==> src/rtl/xcvr_pkg.sv <==
package xcvr_pkg;
  localparam int XCVR_WIDTH = 18;
  localparam int XCVR_SYNC  = 2;

  typedef enum logic [1:0] {
    LANE_HOLD = 2'd0,
    LANE_PASS = 2'd1,
    LANE_CAPT = 2'd2
  } lane_act_e;
endpackage

==> src/rtl/xcvr_edge_sync.sv <==
module xcvr_edge_sync #(
  parameter int STAGES = 2
) (
  input  logic clk_i,
  input  logic rst_ni,
  input  logic async_i,
  output logic rise_o
);
  logic [STAGES-1:0] chain_q;
  logic              prev_q;

  for (genvar s = 0; s < STAGES; s++) begin : g_stage
    if (s == 0) begin : g_first
      always_ff @(posedge clk_i or negedge rst_ni)
        if (!rst_ni) chain_q[s] <= 1'b0;
        else         chain_q[s] <= async_i;
    end else begin : g_next
      always_ff @(posedge clk_i or negedge rst_ni)
        if (!rst_ni) chain_q[s] <= 1'b0;
        else         chain_q[s] <= chain_q[s-1];
    end
  end

  always_ff @(posedge clk_i or negedge rst_ni)
    if (!rst_ni) prev_q <= 1'b0;
    else         prev_q <= chain_q[STAGES-1];

  assign rise_o = chain_q[STAGES-1] & ~prev_q;
endmodule

==> src/rtl/xcvr_lane.sv <==
module xcvr_lane
  import xcvr_pkg::*;
#(
  parameter int WIDTH       = XCVR_WIDTH,
  parameter int SYNC_STAGES = XCVR_SYNC
) (
  input  logic             clk_i,
  input  logic             rst_ni,
  input  logic [WIDTH-1:0] d_i,
  input  logic             oe_ni,
  input  logic             le_i,
  input  logic             dir_clk_i,
  input  logic             ce_ni,
  output logic [WIDTH-1:0] q_o,
  output logic             drv_o
);
  logic             rise;
  logic [WIDTH-1:0] store_q;
  logic             drv_q;
  lane_act_e        act;

  xcvr_edge_sync #(.STAGES(SYNC_STAGES)) u_sync (
    .clk_i  (clk_i),
    .rst_ni (rst_ni),
    .async_i(dir_clk_i),
    .rise_o (rise)
  );

  always_comb begin
    if (le_i)                act = LANE_PASS;
    else if (rise && !ce_ni) act = LANE_CAPT;
    else                     act = LANE_HOLD;
  end

  always_ff @(posedge clk_i or negedge rst_ni) begin
    if (!rst_ni) begin
      store_q <= '0;
    end else begin
      unique case (act)
        LANE_PASS, LANE_CAPT: store_q <= d_i;
        default:              store_q <= store_q;
      endcase
    end
  end

  always_ff @(posedge clk_i or negedge rst_ni)
    if (!rst_ni) drv_q <= 1'b0;
    else         drv_q <= ~oe_ni;

  // transparent path bypasses storage so the output follows within the cycle
  assign q_o   = le_i ? d_i : store_q;
  assign drv_o = drv_q;
endmodule

==> src/rtl/dual_path_xcvr.sv <==
module dual_path_xcvr
  import xcvr_pkg::*;
#(
  parameter int WIDTH       = XCVR_WIDTH,
  parameter int SYNC_STAGES = XCVR_SYNC
) (
  input  logic             clk_i,
  input  logic             rst_ni,
  input  logic [WIDTH-1:0] a_i,
  input  logic             ab_oe_ni,
  input  logic             ab_le_i,
  input  logic             ab_clk_i,
  input  logic             ab_ce_ni,
  input  logic [WIDTH-1:0] b_i,
  input  logic             ba_oe_ni,
  input  logic             ba_le_i,
  input  logic             ba_clk_i,
  input  logic             ba_ce_ni,
  output logic [WIDTH-1:0] b_o,
  output logic             b_drv_o,
  output logic [WIDTH-1:0] a_o,
  output logic             a_drv_o
);
  xcvr_lane #(.WIDTH(WIDTH), .SYNC_STAGES(SYNC_STAGES)) u_ab (
    .clk_i    (clk_i),
    .rst_ni   (rst_ni),
    .d_i      (a_i),
    .oe_ni    (ab_oe_ni),
    .le_i     (ab_le_i),
    .dir_clk_i(ab_clk_i),
    .ce_ni    (ab_ce_ni),
    .q_o      (b_o),
    .drv_o    (b_drv_o)
  );

  xcvr_lane #(.WIDTH(WIDTH), .SYNC_STAGES(SYNC_STAGES)) u_ba (
    .clk_i    (clk_i),
    .rst_ni   (rst_ni),
    .d_i      (b_i),
    .oe_ni    (ba_oe_ni),
    .le_i     (ba_le_i),
    .dir_clk_i(ba_clk_i),
    .ce_ni    (ba_ce_ni),
    .q_o      (a_o),
    .drv_o    (a_drv_o)
  );
endmodule

==> config.mk <==
export PLATFORM = sky130hd
export DESIGN_NAME = dual_path_xcvr
export DESIGN_NICKNAME = d
export VERILOG_FILES = /design/src/rtl/xcvr_pkg.sv /design/src/rtl/xcvr_edge_sync.sv /design/src/rtl/xcvr_lane.sv /design/src/rtl/dual_path_xcvr.sv
export SDC_FILE = /design/constraint.sdc
export NUM_CORES = 1
export LEC_CHECK = 0
export BUFFER_PORTS_ARGS = -buffer_cell sky130_fd_sc_hd__buf_2
export CAP_MARGIN = 40
export CORE_MARGIN = 5
export CORE_UTILIZATION = 50
export CTS_CLUSTER_DIAMETER = 30
export DETAILED_ROUTE_END_ITERATION = 12
export PLACE_DENSITY_LB_ADDON = 0.12
export SYNTH_ARGS = -nofsm -noshare
export SYNTH_HDL_FRONTEND = slang
export SYNTH_SLANG_ARGS = --single-unit
==> constraint.sdc <==
create_clock -name clk_i -period 1.41 [get_ports clk_i]
set_input_delay 0.141 -clock clk_i [delete_from_list [all_inputs] [get_ports clk_i]]
set_output_delay 0.141 -clock clk_i [all_outputs]
set_load 0.03 [all_outputs]
# Word level (Yosys, flattened, before mapping)
# Cells that the tools add are included.
totals:
  register_bits: 44
  in_bits: 46
  out_inout_bits: 38
op_classes:
  n_eq_ne: 4
  muxes: 6
  bitwise: 6
  n_reduce_logical: 6
ops:
  columns: ["op", "n"]
  rows:
  - ["18-bit two-way mux", 2]
  - ["2-bit two-way mux", 4]
  - ["2-bit by 1-bit == test with 1-bit output, second input constant", 2]
  - ["2-bit == test, second input constant", 2]
  - ["1-bit NOT", 4]
  - ["2-bit OR reduction", 2]
  - ["1-bit AND", 2]
  - ["1-bit logical AND", 2]
  - ["1-bit logical NOT", 2]

# Depth between registers and ports, before layout
depth:
  ltp_word: 7
  mapped_depth: 5
  depth_no_buf: 2

# Hierarchy
# From an unflattened synthesis, not the netlist that was laid out.
unflattened:
  hier_cells: 130
  area_unflattened_um2: 2134.5
by_module_without_submodules:
  columns: ["module", "n_inst", "cells_each", "area_each_um2", "seq_area_each_um2"]
  rows:
  - ["xcvr_lane", 2, 61, 978.4, 475.5]
  - ["xcvr_edge_sync", 2, 4, 88.8, 75.1]

# Worst setup path before layout
# Ideal clock, no wire load.
synth_path:
  path_type: "register to register"
  startpoint: "register u_ab.u_sync.prev_q"
  endpoint: "register u_ab.store_q[10]"
  setup_ps: 131
  arrival_ps: 1066
  required_ps: 1279
  setup_slack_ps: 213
  path_stages_with_launch: 5
  path_buffers: 2
  path_cell_list: "dfrtp_1 > buf_2 > nor3b_4 > buf_6 > o211ai_1"
synth_via:
  elab_chain_len: 7
  elab_cells_between_ends: 8
  cone_classes: "eq/ne (2); mux (2); bitwise (2); reduce/logical (2)"
synth_lines:
  columns: ["item", "line_no", "rtl"]
  rows:
  - ["from (decl)", "xcvr_edge_sync.sv:10", "logic prev_q;"]
  - ["from (signal assigned)", "xcvr_edge_sync.sv:26", "else prev_q <= chain_q[STAGES-1];"]
  - ["1-bit NOT *", "xcvr_edge_sync.sv:28", "assign rise_o = chain_q[STAGES-1] & ~prev_q;"]
  - ["1-bit AND *", "xcvr_edge_sync.sv:28", null]
  - ["1-bit logical AND *", "xcvr_lane.sv:31", "else if (rise && !ce_ni) act = LANE_CAPT;"]
  - ["2-bit two-way mux *", "xcvr_lane.sv:31", null]
  - ["2-bit two-way mux *", "xcvr_lane.sv:30", "if (le_i) act = LANE_PASS;"]
  - ["2-bit by 1-bit == test with 1-bit output or 2-bit == test (tied branches)", "xcvr_lane.sv:39", "unique case (act)"]
  - ["2-bit OR reduction *", "xcvr_lane.sv:39", null]
  - ["to (signal assigned)", "xcvr_lane.sv:40", "LANE_PASS, LANE_CAPT: store_q <= d_i;"]
  - ["to (signal assigned)", "xcvr_lane.sv:41", "default: store_q <= store_q;"]
  - ["to (decl)", "xcvr_lane.sv:18", "logic [WIDTH-1:0] store_q;"]
# Every way passes the cells marked *; elsewhere a longest branch is shown, timed or not.
# A chain may end at the register's enable or synchronous reset.

# Final worst setup path
layout_path:
  startpoint: "register u_ab.store_q[2]"
  endpoint: "output b_o[2]"
layout_via:
  elab_chain_len: 1
layout_lines:
  columns: ["item", "line_no", "rtl"]
  rows:
  - ["18-bit two-way mux", "xcvr_lane.sv:51", "assign q_o = le_i ? d_i : store_q;"]
  - ["to (decl)", "dual_path_xcvr.sv:19", "output logic [WIDTH-1:0] b_o,"]
# No other way between the ends.

==> impl_results.md <==
* Nets at between 300 and 400
* Reg2Reg Capture Point: u_ba.store_q[7]$_DFFE_PN0P_
* Initial DRC Count at ~150
* DP HPWL at approximately 3800 um
* Fin crit share at 82.50%
* Initial core utilization at about 51%
* Cell variety after synth at 10
* Fin Setup TNS at 0 ns
* Leakage power at 1.472 nW
* Final Max Tran Viols at 0
* Initial antenna violation count at 0
* Worst Hold Path EP: u_ab.store_q[6]$_DFFE_PN0P_
* Setup crit end kind: output pin
* Htree depth at 2
* ANT nets after route at 0
* Post-Synth Adder-Cell Area at 0%
* R2R Path Start: u_ba.u_sync.prev_q$_DFF_PN0_
* P&R area growth vs syn at 27.38%
* Relative slew margins at between 80% and 90%
* Post-Place Cells at around 400
* Syn Nets at 294
* Min-Delay Path Class: in -> reg
* Reg2reg path depth at 3
* Multiplexer share of the synthesized area at 0%
* Crit Path Category: reg -> out
* Area share of the largest cell type after synthesis at a little under half
* Sequential share of power at 46.4%
* Hold_sp: a_i[6]
* Sequential fraction of the synthesis area at about 46%
* TritonCTS sink count at between 40 and 50
* Compound-Gate Fraction of Synth Area at between 10% and 20%
* DR WL/cell at about 14 um
* Post-Synth XOR/XNOR Area at 0%
* Simple-Gate Fraction of Synth Area at between 30% and 40%
* Max cap viols at 0
* Power density cells at a little under 1000 nW/um2
* RSZ-0062 raised after global routing: no
* CP Launch Point: u_ab.store_q[2]$_DFFE_PN0P_
* Worst-path clk slew at 0.09 ns
* Sw Share at between 30% and 40%
* Combinational Power Share at 27.0%
* Share of power burned in the clock network at 26.5%
* RePlAce Congestion at 0.7720
* R2r setup slk at 0.31 ns
* Drt drc at 0
* Synth Area per Inst at between 9 and 10 um2
* Full die area at roughly 6300 um2
* Slew @ Worst Pin at 0.2345 ns
* WP data arrival at 1.02 ns
* Total CTS buffers at 5
* GRT busiest layer: met2
* DRT Pass-1 Iters at 4
* Post-layout util at ~65%
* Crit start category: flip-flop
* Overall Global Routing Usage at roughly a fifth
* Via-to-Cell Ratio at between 5 and 6
* Clk_lat worst skew at 0.30 ns
* Largest net degree at the start of global routing at between 40 and 50
* VDD IR max at between 0.0005 and 0.0006 V
* Mapped Area at 2417 um2
* Vias in the first global route at 2,125
* Met3 Use GR at between 4 and 5%
* Fin Clk Skew at 0.009441 ns
* Die height at just under 80 um
* Share of cells above drive strength 1 at between 30% and 40%
* GRT overflow at 0
* FMAX at approximately 860 MHz
* Switching pwr at just over 1 mW
* Largest family of logic cells by synthesized area: simple AND/OR/NAND/NOR gates
* CP max FO at 2
* Cells after synthesis at 248
* Hold Vio Cnt, Final at 0
* Area contributors post-synth: dfrtp_1, nand4bb_1, nand2_1
* Global-route wire length before repair at approximately 10000 um
* Hold Path Depth at 3
* Status: finished, final reports clean
* Post-synthesis register bit count at 44
* TritonCTS clock tree: yes
* Commonest non-fill, non-tap cell in the layout: buf_2
* Fillers at between 300 and 400
* Met2 usage at a little under a third
* Cell-internal power at between 2 and 2.5 mW
* Max clock buf depth at 2
* Setup-failing EPs final at 0
* Final Routed Wirelength at about 5700 um
* Number of I/O pins at 84
* Critical path required time at 1.27 ns
* M1 GR Usage at a little over a quarter
* Vias at around 2,100
* Cell taking the most area after synthesis: dfrtp_1
* Diode count at 0
* Post-layout min period at about 1.2 ns
* Leading cell types in the layout, fill and taps excluded: buf_2, nand2_1, dfrtp_1
* Fin cells at between 400 and 500
* Setup Buffers After CTS at 0
* Core Area at 4723 um2
* Root Buffer: clkbuf_8
* Synthesis Warnings at 0
* # rows at 25
* Die width at approximately 80 um
* IO buf count at 83
-- stage by stage --
step | worst slack, ns | hold slack (ns) | area [um2] | total power [mW]
2_1_floorplan | 0.2133 | -0.1546 | 2417 | 1.970
3_3_place_gp | 0.3413 | 0.1396 | 2937 | 2.246
3_5_place_dp | 0.3267 | 0.1369 | 2937 | 2.256
4_1_cts | 0.2437 | 0.09374 | 3079 | 3.072
5_1_grt | 0.1927 | 0.1089 | 3079 | 3.207
6_report | 0.2468 | 0.1016 | 3079 | 3.047
-- final cells by class --
cell class	instances	area, um2	share of cell area [%]
inverters	2	7.507	0.2438
clock inverters	3	23.77	0.7720
multi-input cells	182	1209	39.25
clock buffers	5	68.82	2.235
flip-flops and latches	44	1101	35.76
repair buffers	99	585.6	19.02
well taps	67	83.83	2.722
-- registers in the layout (all words and copies together), names as in the netlist --
signal / count
u_ab.store_q: 18
u_ba.store_q: 18
u_ab.u_sync.chain_q: 2
u_ba.u_sync.chain_q: 2
u_ab.drv_o: 1
u_ab.u_sync.prev_q: 1
u_ba.drv_o: 1
u_ba.u_sync.prev_q: 1
-- cells by family after synthesis --
logic type	after synthesis
buf+inv	22
flops	44
compound gates	36
simple gates	146
-- per-layer routing --
metal  vias to the layer above  part of all wire, %
met4                         0                 0.77
met2                        54                   44
met1                      1002                   48
li1                       1048                    -
met3                         5                  6.5
met5                         -                    0
-- critical path, stage by stage, from the launching register on --
cell and delay (ns):
dfrtp_1 0.38, nand2b_1 0.10, nand2_1 0.07, buf_2 0.18
-- power by group through the flow --
stage                     registers, mW  clock network (mW)  logic, mW
after floorplan                    1.44                   0      0.530
after global placement             1.44                   0      0.811
after detailed placement           1.44                   0      0.817
after CTS                          1.41               0.827      0.831
after global routing               1.43               0.876      0.903
final                              1.41               0.809      0.824
-- synth_stat cells (all sizes together) --
cell type	count
buf	10
o211ai	36
nand2	72
dfrtp	44
nand4bb	36
nor3b	2
inv	2
nand2b	36
clkbuf	10
-- worst max-delay path by stage --
stage	cells past startpoint	slack (ns)	to
after floorplan	4	0.21	u_ab.store_q[10]$_DFFE_PN0P_
after global placement	3	0.34	u_ba.store_q[7]$_DFFE_PN0P_
after detailed placement	3	0.33	u_ba.store_q[7]$_DFFE_PN0P_
after CTS	3	0.24	a_o[0]
after global routing	3	0.19	b_o[15]
final	3	0.25	b_o[2]
-- repair_timing --
item / 4_1_cts / 5_1_grt
hold buffers: 5 / 0
endpoints found under the hold margin: 48 / 0
resized for setup: 0 / 0
Note: power is estimated with default switching activity, not from simulation.
